==> src/rtl/fti_pkg.sv <==
`timescale 1ns/1ps
package fti_pkg;
  // Rounding mode encoding shared by datapath and checks
  typedef enum logic [1:0] {
    RM_NEAREST = 2'b00,
    RM_UP      = 2'b01,
    RM_DOWN    = 2'b10,
    RM_ZERO    = 2'b11
  } fti_rmode_e;

  // Which conversion path an operand takes, chosen by its exponent
  typedef enum logic [1:0] {
    PATH_SMALL = 2'b00,
    PATH_MID   = 2'b01,
    PATH_SAT   = 2'b10
  } fti_path_e;
endpackage

==> src/rtl/fti_classify.sv <==
`timescale 1ns/1ps
module fti_classify
  import fti_pkg::*;
#(
  parameter int EXP_W = 8,
  parameter int MAN_W = 23,
  parameter int INT_W = 32,
  localparam int FW   = 1 + EXP_W + MAN_W,
  localparam int SH_W = $clog2(INT_W + 1)
) (
  input  logic [FW-1:0]    bits_i,
  input  logic             signed_i,
  output logic             sign_o,
  output fti_path_e        path_o,
  output logic [SH_W-1:0]  shift_o,
  output logic [INT_W-1:0] sig_o,
  output logic             nonzero_o,
  output logic             denorm_o
);
  localparam int BIAS    = (1 << (EXP_W - 1)) - 1;
  localparam int TOP_EXP = BIAS + INT_W - 1;
  localparam int SAT_EXP = BIAS + INT_W;
  localparam int LOW_EXP = BIAS - 1;
  localparam int PAD_W   = INT_W - 1 - MAN_W;

  logic [EXP_W-1:0] exp_f;
  logic [MAN_W-1:0] man_f;
  logic             is_nan;

  assign exp_f  = bits_i[FW-2 -: EXP_W];
  assign man_f  = bits_i[MAN_W-1:0];
  assign is_nan = (&exp_f) && (|man_f);

  // Unsigned conversion treats any NaN as positive
  assign sign_o = bits_i[FW-1] && (signed_i || !is_nan);

  function automatic fti_path_e pick_path(input logic [EXP_W-1:0] e);
    if (int'(e) >= SAT_EXP) return PATH_SAT;
    if (int'(e) >= LOW_EXP) return PATH_MID;
    return PATH_SMALL;
  endfunction

  assign path_o    = pick_path(exp_f);
  // Only meaningful on the mid path, where it lies in 0..INT_W
  assign shift_o   = SH_W'(TOP_EXP - int'(exp_f));
  // Hidden one restored at the top bit, fraction below it
  assign sig_o     = {1'b1, man_f, {PAD_W{1'b0}}};
  assign nonzero_o = |bits_i[FW-2:0];
  assign denorm_o  = (exp_f == '0) && (|man_f);
endmodule

==> src/rtl/fti_align.sv <==
`timescale 1ns/1ps
module fti_align #(
  parameter int INT_W = 32,
  localparam int SH_W = $clog2(INT_W + 1)
) (
  input  logic [INT_W-1:0] sig_i,
  input  logic [SH_W-1:0]  shift_i,
  output logic [INT_W-1:0] whole_o,
  output logic [INT_W-1:0] frac_o
);
  // Shift a double-width window: the upper half is the integer part,
  // the lower half keeps the discarded bits left-aligned.
  function automatic logic [2*INT_W-1:0] split(input logic [INT_W-1:0] s,
                                               input logic [SH_W-1:0]  n);
    return {s, {INT_W{1'b0}}} >> n;
  endfunction

  logic [2*INT_W-1:0] window;
  assign window  = split(sig_i, shift_i);
  assign whole_o = window[2*INT_W-1:INT_W];
  assign frac_o  = window[INT_W-1:0];
endmodule

==> src/rtl/fti_round.sv <==
`timescale 1ns/1ps
module fti_round
  import fti_pkg::*;
#(
  parameter int INT_W = 32
) (
  input  logic [INT_W-1:0] whole_i,
  input  logic [INT_W-1:0] frac_i,
  input  fti_rmode_e       mode_i,
  input  logic             sign_i,
  output logic [INT_W-1:0] whole_o,
  output logic             carry_o,
  output logic             blocked_o
);
  localparam logic [INT_W-1:0] HALF = {1'b1, {(INT_W-1){1'b0}}};
  localparam logic [INT_W-1:0] ONE  = INT_W'(1);

  // Increment added to the remainder; a carry-out means round up
  function automatic logic [INT_W-1:0] pick_incr(input fti_rmode_e m,
                                                 input logic s,
                                                 input logic lsb);
    case (m)
      RM_NEAREST: return lsb ? HALF : HALF - ONE;
      RM_UP:      return s ? '0 : '1;
      RM_DOWN:    return s ? '1 : '0;
      default:    return '0;
    endcase
  endfunction

  logic [INT_W:0] sum;
  logic           at_top;

  assign sum       = {1'b0, frac_i} + {1'b0, pick_incr(mode_i, sign_i, whole_i[0])};
  assign carry_o   = sum[INT_W];
  assign at_top    = &whole_i;
  assign blocked_o = carry_o && at_top;
  assign whole_o   = (carry_o && !at_top) ? whole_i + ONE : whole_i;
endmodule

==> src/rtl/fti_finish.sv <==
`timescale 1ns/1ps
module fti_finish
  import fti_pkg::*;
#(
  parameter int INT_W = 32
) (
  input  fti_path_e        path_i,
  input  logic             signed_i,
  input  logic             sign_i,
  input  logic             nonzero_i,
  input  fti_rmode_e       mode_i,
  input  logic [INT_W-1:0] whole_i,
  input  logic [INT_W-1:0] frac_i,
  input  logic             blocked_i,
  output logic [INT_W-1:0] value_o,
  output logic             invalid_o,
  output logic             inexact_o
);
  localparam logic [INT_W-1:0] POS_MAX = {1'b0, {(INT_W-1){1'b1}}};
  localparam logic [INT_W-1:0] NEG_MIN = {1'b1, {(INT_W-1){1'b0}}};
  localparam logic [INT_W-1:0] ONE     = INT_W'(1);

  logic [INT_W-1:0] signed_limit;
  assign signed_limit = sign_i ? NEG_MIN : POS_MAX;

  function automatic logic [INT_W-1:0] sat_value(input logic sgn_mode, input logic s);
    if (sgn_mode) return s ? NEG_MIN : POS_MAX;
    return s ? '0 : '1;
  endfunction

  always_comb begin
    value_o   = '0;
    invalid_o = 1'b0;
    inexact_o = 1'b0;
    case (path_i)
      PATH_SAT: begin
        invalid_o = 1'b1;
        value_o   = sat_value(signed_i, sign_i);
      end
      PATH_MID: begin
        if (signed_i) begin
          if (whole_i > signed_limit) begin
            invalid_o = 1'b1;
            value_o   = signed_limit;
          end else begin
            value_o   = sign_i ? -whole_i : whole_i;
            inexact_o = |frac_i;
          end
        end else begin
          value_o   = whole_i;
          invalid_o = blocked_i;
          if (sign_i && (|whole_i)) begin
            value_o   = '0;
            invalid_o = 1'b1;
          end
          inexact_o = (|frac_i) && !invalid_o;
        end
      end
      default: begin
        if (nonzero_i) begin
          inexact_o = 1'b1;
          if (mode_i == RM_UP && !sign_i) begin
            value_o = ONE;
          end else if (mode_i == RM_DOWN && sign_i) begin
            if (signed_i) value_o = '1;
            else          invalid_o = 1'b1;
          end
        end
      end
    endcase
  end
endmodule

==> src/rtl/fti_convert.sv <==
`timescale 1ns/1ps
module fti_convert
  import fti_pkg::*;
#(
  parameter int EXP_W = 8,
  parameter int MAN_W = 23,
  parameter int INT_W = 32,
  localparam int FW   = 1 + EXP_W + MAN_W,
  localparam int SH_W = $clog2(INT_W + 1)
) (
  input  logic             clk,
  input  logic             rst_n,
  input  logic             in_valid,
  input  logic [FW-1:0]    in_bits,
  input  logic             signed_sel,
  input  logic [1:0]       rmode,
  input  logic             trunc,
  output logic             out_valid,
  output logic [INT_W-1:0] result,
  output logic             flag_invalid,
  output logic             flag_inexact,
  output logic             flag_denorm
);
  fti_rmode_e       mode_eff;
  logic             sign_w;
  fti_path_e        path_w;
  logic [SH_W-1:0]  shift_w;
  logic [INT_W-1:0] sig_w;
  logic             nonzero_w;
  logic             denorm_w;
  logic [INT_W-1:0] whole_w;
  logic [INT_W-1:0] frac_w;
  logic [INT_W-1:0] rounded_w;
  logic             round_carry;
  logic             round_blocked;
  logic [INT_W-1:0] res_c;
  logic             inv_c;
  logic             inx_c;

  assign mode_eff = trunc ? RM_ZERO : fti_rmode_e'(rmode);

  fti_classify #(.EXP_W(EXP_W), .MAN_W(MAN_W), .INT_W(INT_W)) u_classify (
    .bits_i   (in_bits),
    .signed_i (signed_sel),
    .sign_o   (sign_w),
    .path_o   (path_w),
    .shift_o  (shift_w),
    .sig_o    (sig_w),
    .nonzero_o(nonzero_w),
    .denorm_o (denorm_w)
  );

  fti_align #(.INT_W(INT_W)) u_align (
    .sig_i  (sig_w),
    .shift_i(shift_w),
    .whole_o(whole_w),
    .frac_o (frac_w)
  );

  fti_round #(.INT_W(INT_W)) u_round (
    .whole_i  (whole_w),
    .frac_i   (frac_w),
    .mode_i   (mode_eff),
    .sign_i   (sign_w),
    .whole_o  (rounded_w),
    .carry_o  (round_carry),
    .blocked_o(round_blocked)
  );

  fti_finish #(.INT_W(INT_W)) u_finish (
    .path_i   (path_w),
    .signed_i (signed_sel),
    .sign_i   (sign_w),
    .nonzero_i(nonzero_w),
    .mode_i   (mode_eff),
    .whole_i  (rounded_w),
    .frac_i   (frac_w),
    .blocked_i(round_blocked),
    .value_o  (res_c),
    .invalid_o(inv_c),
    .inexact_o(inx_c)
  );

  always_ff @(posedge clk or negedge rst_n) begin
    if (!rst_n) begin
      out_valid    <= 1'b0;
      result       <= '0;
      flag_invalid <= 1'b0;
      flag_inexact <= 1'b0;
      flag_denorm  <= 1'b0;
    end else begin
      out_valid <= in_valid;
      if (in_valid) begin
        result       <= res_c;
        flag_invalid <= inv_c;
        flag_inexact <= inx_c;
        flag_denorm  <= denorm_w;
      end
    end
  end

  // ---------------- assertions ----------------
  logic in_is_nan;
  assign in_is_nan = (&in_bits[FW-2 -: EXP_W]) && (|in_bits[MAN_W-1:0]);

  p_valid_rise_r1: assert property (@(posedge clk) disable iff (!rst_n)
    in_valid |=> out_valid);
  p_valid_fall_r1: assert property (@(posedge clk) disable iff (!rst_n)
    !in_valid |=> !out_valid);

  p_denorm_flag_r2: assert property (@(posedge clk) disable iff (!rst_n)
    in_valid |=> flag_denorm == $past((in_bits[FW-2 -: EXP_W] == '0) && (|in_bits[MAN_W-1:0])));

  p_sat_invalid_r3: assert property (@(posedge clk) disable iff (!rst_n)
    (in_valid && path_w == PATH_SAT) |=> flag_invalid);

  p_neg_unsigned_zero_r6: assert property (@(posedge clk) disable iff (!rst_n)
    (in_valid && !signed_sel && in_bits[FW-1] && !in_is_nan) |=> (result == '0));

  p_pos_signed_nonneg_r7: assert property (@(posedge clk) disable iff (!rst_n)
    (in_valid && signed_sel && !in_bits[FW-1]) |=> !result[INT_W-1]);

  p_inexact_excl_r8: assert property (@(posedge clk) disable iff (!rst_n)
    (in_valid && path_w != PATH_SMALL) |-> !(inv_c && inx_c));

  p_small_range_r9: assert property (@(posedge clk) disable iff (!rst_n)
    (in_valid && path_w == PATH_SMALL) |-> (res_c == '0 || res_c == INT_W'(1) || res_c == '1));

  p_trunc_no_carry_r11: assert property (@(posedge clk) disable iff (!rst_n)
    (in_valid && trunc) |-> !round_carry);
endmodule

==> config.mk <==
export PLATFORM = sky130hd
export DESIGN_NAME = fti_convert
export DESIGN_NICKNAME = d
export VERILOG_FILES = /design/src/rtl/fti_pkg.sv /design/src/rtl/fti_classify.sv /design/src/rtl/fti_align.sv /design/src/rtl/fti_round.sv /design/src/rtl/fti_finish.sv /design/src/rtl/fti_convert.sv
export SDC_FILE = /design/constraint.sdc
export NUM_CORES = 1
export LEC_CHECK = 0
export ABC_CLOCK_PERIOD_IN_PS = 800
export CAP_MARGIN = 40
export CORE_UTILIZATION = 55
export CTS_CLUSTER_SIZE = 25
export DETAILED_ROUTE_END_ITERATION = 12
export DONT_BUFFER_PORTS = 1
export GPL_TIMING_DRIVEN = 0
export MAX_ROUTING_LAYER = met4
export PLACE_DENSITY = 0.73
export SKIP_LAST_GASP = 1
export SLEW_MARGIN = 20
export SYNTH_ARGS = -nofsm -noshare
export SYNTH_HDL_FRONTEND = slang
export SYNTH_HIERARCHICAL = 1
export SYNTH_SLANG_ARGS = --single-unit
==> constraint.sdc <==
create_clock -name clk -period 0.8 [get_ports clk]
set_clock_uncertainty 0.05 [all_clocks]
set_input_delay 0.08 -clock clk [delete_from_list [all_inputs] [get_ports clk]]
set_output_delay 0.08 -clock clk [all_outputs]
set_load 0.02 [all_outputs]
==> results.py, run 1 <==
metrics = {
    "status": {
        "status": "did not finish",
        "stop_stage": "global routing (5_1_grt)",
        "stop_error": "[ERROR GRT-0183] Net u_finish/_164_: the 3D maze router ran out of legal paths (heap underflow) - the net is boxed in by local congestion or blockages.",
    },
    "place": {
        "port_buffers": 0,
        "dpl.hpwl_um": 24000,
        "placed_cells": 1279,
        "place_congestion": 1.07,
    },
    "yosys": {
        "synth-simple-area-share": 0.243,
        "synth-warning-count": 6,
        "synth_compound_area_frac": 0.219,
        "synthTopCellsByCount": "nor2_1, nand2_1, ha_1",
        "synthCells": 1060,
        "syn_area_um2": 8610,
        "synthFlopType": "dfrtp_1",
        "ys_async_sr_fraction": 1.00,
        "synthAdderAreaFrac": 0.106,
        "ys_seq_elements": 36,
        "synth_cell_types": 96,
        "synth.largest_area_cell": "ha_1",
        "synth.area.mux_share": 0.201,
        "synth_top_family_by_area": "simple AND/OR/NAND/NOR gates",
        "ys_seq_area_frac": 0.105,
        "synth_edf_count": 0,
        "yosysMostFrequentCell": "nor2_1",
        "avgSynthCellArea_um2": 8.13,
        "synth_top_area_share": 0.106,
        "synth_xor_area_frac": 0.0405,
        "synth_area_leaders": "ha_1, dfrtp_1, mux4_2",
    },
    "floorplanning": {
        "ios": 75,
        "die_y_um": 127,
        "num_rows": 45,
        "floorplan.initialDensity": 0.564,
        "die_width_um": 127,
    },
    "clock_network": {
        "cts_inserted_buffers": 5,
        "root_buffer": "clkbuf_16",
        "cts_sinks": 36,
        "cts_max_level": 2,
        "cts_buffer_depth": 2,
    },
    "timing": {
        "postGrtWorstEndpoint": "result[16]$_DFFE_PN0P_/D",
        "worst_endpoint_kind": "register data pin",
    },
    "global_routing": {
        "grt_max_degree": 37,
        "antenna_found_initial": 8,
    },
}
==> stage by stage <==
step	area [um2]	hold WS (ns)	setup slack, ns
after floorplan	9150	-0.266	-5.96
after global placement	9410	-0.265	-7.65
after detailed placement	9420	-0.265	-7.66
after CTS	11400	-0.563	-5.52
==> cells by family after synthesis <==
kind of cell | Yosys count
xor gates and xnor gates | 39
and+or+nand+nor | 397
DFF | 36
other | 2
AOI/OAI and AO/OA | 270
muxes | 116
buffers and inverters | 127
adders and majority gates | 73
==> what timing repair did <==
action | CTS
pin swaps | 61
cloned | 9
endpoints found under the setup margin | 71
hold endpoints to repair | 37
setup buffers | 70
resized for setup | 229
hold buffers | 1
==> run 2, diff against run 1 <==
ABC_CLOCK_PERIOD_IN_PS = 1050   (was 800)
CORE_UTILIZATION = 40   (was 55)
CTS_CLUSTER_SIZE = not set   (was 25)
MAX_ROUTING_LAYER = not set   (was met4)
PLACE_DENSITY = not set   (was 0.73)
PLACE_DENSITY_LB_ADDON = 0.15   (was not set)
clock period = 1.05 ns   (was 0.8 ns; I/O delays follow)
==> run 2 against run 1 <==
  * The flow now finishes, with violations (negative setup slack)
  * Synthesized cell count did not move
  * Synthesized area did not move
==> results.py, run 2 <==
metrics = {
    "critical_path": {
        "crit_type": "input pin to register",
        "cp_data_arrival_time_ns": 6.71,
        "cp-start-kind": "input pin",
        "crit_path_top_delay_cell": "mux4_2",
        "crit_fanout": 10,
        "critPathRequiredTime_ns": 1.23,
        "end_kind": "register",
        "max_stage_delay_ns": 0.56,
    },
    "cells_and_area": {
        "fin_nets": 1286,
        "final_common_cell": "buf_4",
        "layout-drive-gt1-share": 0.386,
        "syn2layout_area_growth_pct": 35.4,
        "mostFrequentLayoutCells": "buf_4, nor2_1, nand2_1",
        "n_antenna_cell": 0,
        "regMostFlops": "result",
        "fillers": 1918,
        "largest_reg_flops": 32,
    },
    "yosys": {
        "ys_seq_area_frac": 0.105,
        "avgSynthCellArea_um2": 8.13,
        "syn_area_um2": 8610,
        "synth_top_area_share": 0.106,
        "ys_seq_elements": 36,
        "synth_area_leaders": "ha_1, dfrtp_1, mux4_2",
        "yosysMostFrequentCell": "nor2_1",
        "synth_edf_count": 0,
        "synthFlopType": "dfrtp_1",
        "synthCells": 1060,
        "synth.largest_area_cell": "ha_1",
        "synth_cell_types": 96,
        "ys_async_sr_fraction": 1.00,
        "synthTopCellsByCount": "nor2_1, nand2_1, ha_1",
        "synth-warning-count": 6,
    },
    "timing": {
        "setup_violations": 35,
        "relSlewSlack": 0.372,
        "rsz0062_at_grt": "yes",
        "worst_pin_slew_ns": 0.942,
        "clock.fmax_mhz": 153,
        "fin_crit_ns": 6.54,
        "hold_viol": 0,
        "slew_viol_final": 0,
        "layout_setup_ws_ns": -5.49,
        "min_period_over_period": 6.23,
        "fin_tns_setup_ns": -185.03,
    },
    "floorplanning": {
        "die_width_um": 149,
        "dieArea_um2": 22100,
        "core_um2": 21100,
        "ios": 75,
        "num_rows": 53,
        "die_y_um": 149,
        "floorplan.initialDensity": 0.408,
    },
    "pwr": {
        "ir_drop_mv": 0.591,
        "leakage_uw": 0.00488,
        "power.density_nw_per_um2": 925,
        "clkPwrFrac": 0.160,
        "power.switching_uw": 5140,
        "intPower_uw": 5650,
        "switching_share": 0.476,
        "p_seq_frac": 0.158,
        "power_uw": 10800,
        "combPwrFrac": 0.682,
    },
    "drt": {
        "wirelength_um": 34900,
        "antenna_left": 0,
        "via_per_inst": 6.46,
        "wl_per_cell_um": 24.1,
        "drc": 0,
        "first_iter_violations": 796,
        "vias": 9364,
        "firstDrtPassIters": 7,
    },
    "global_routing": {
        "grt_pass1_vias": 9156,
        "antenna_found_initial": 0,
        "grt_usage": 0.309,
        "grt_max_degree": 37,
        "grt_pass1_wl_um": 53100,
        "overflow": 0,
    },
    "clock_network": {
        "cts_inserted_buffers": 5,
        "cts_max_level": 2,
        "cts_tree": "built",
        "cts_sinks": 36,
        "cts_buffer_depth": 2,
        "root_buffer": "clkbuf_16",
        "cts.clk_slew.worst_paths_ns": 0.06,
        "clk_latency_ns": 0.29,
    },
    "min_path": {
        "hp-class": "input pin to register",
    },
    "place": {
        "port_buffers": 0,
        "dpl.hpwl_um": 25800,
        "place_congestion": 1.01,
    },
    "status": {
        "status": "finished with violations",
        "failed_checks": "negative setup slack",
    },
    "job": {
        "maxCapViolCount": 0,
    },
}
-- run 2: final cells by class --
class | count | area [um2] | share of cell area
timing repair inverter | 1 | 7.51 | 0.000644
inverter | 31 | 120 | 0.0103
clock inverter | 2 | 35.0 | 0.00300
multi-input combinational | 905 | 8450 | 0.724
sequential | 36 | 901 | 0.0772
clock buffer | 6 | 129 | 0.0110
buffer | 96 | 747 | 0.0640
tap | 275 | 344 | 0.0295
timing repair buffer | 98 | 932 | 0.0799
-- run 2: power by group through the flow --
stage | combinational, uW | sequential [uW] | clock (uW)
after CTS | 6700 | 1710 | 1750
after global placement | 5700 | 1730 | 0
final | 7360 | 1700 | 1730
after global routing | 7770 | 1720 | 1850
after detailed placement | 5700 | 1730 | 0
after floorplan | 4260 | 1700 | 0
-- run 2: worst paths after layout --
kind / startpoint / to / slack [ns] / cells after the start
worst max-delay path: in_bits[23] / result[9] / -5.49 / 27
worst min-delay path: in_valid / result[30] / 0.13 / 2
worst max register to register: result[12] / result[12] / 0.12 / 1
worst min register to register: result[23] / result[23] / 0.61 / 1
max in group asynchronous: rst_n / result[22] / 0.52 / 2
min in group asynchronous: rst_n / result[11] / 0.24 / 2
-- run 2: per-stage QoR --
step | instance area (um2) | util | worst slack (ns) | instances | hold slack, ns
after floorplan | 9150 | - | -5.74 | 1067 | -0.241
after global placement | 9490 | 0.450 | -7.57 | 1342 | -0.240
after detailed placement | 9500 | 0.450 | -7.56 | 1343 | -0.240
after CTS | 11100 | 0.526 | -5.45 | 1422 | 0.138
after global routing | 11700 | 0.553 | -5.70 | 1450 | 0.139
final | 11700 | 0.553 | -5.49 | 1450 | 0.132
-- run 2: repair_timing --
| item | in CTS | in global routing |
|---|---|---|
| pin swaps | 46 | 38 |
| setup buffers | 63 | 21 |
| cloned | 5 | 4 |
| endpoints found under the hold margin | 37 | 0 |
| setup endpoints to repair | 35 | 35 |
| hold buffers | 3 | 0 |
| resized for setup | 149 | 60 |
-- run 2: logic make-up (layout without fill, tap and decap cells) --
group	count (synthesis)	after routing	share of synthesized area
AND/OR/NAND/NOR	397	397	0.243
AO/OA/AOI/OAI	270	271	0.219
buffers and inverters	127	234	0.0847
multiplexers	116	116	0.201
adder cells (fa/ha/maj)	73	73	0.106
XOR/XNOR	39	39	0.0405
flip-flops	36	36	0.105
other	2	9	0.000872
-- run 2: metal layers --
layer  vias up  part of all wire  global-route usage
met5         -                 0                   0
met4         0             0.061               0.168
met3       146             0.055              0.0306
met2       451              0.49               0.547
met1      4523              0.39               0.367
li1       4244                 -                   -
-- run 2: critical path: cells and delay by family --
family	cells	cell delay, ns
adders and majority gates	2	0.60
AOI/OAI and AO/OA	8	1.93
and+or+nand+nor	8	1.89
buffers and inverters	5	0.85
muxes	3	1.13
xor gates and xnor gates	1	0.19
Power figures use the tool's default switching activity.
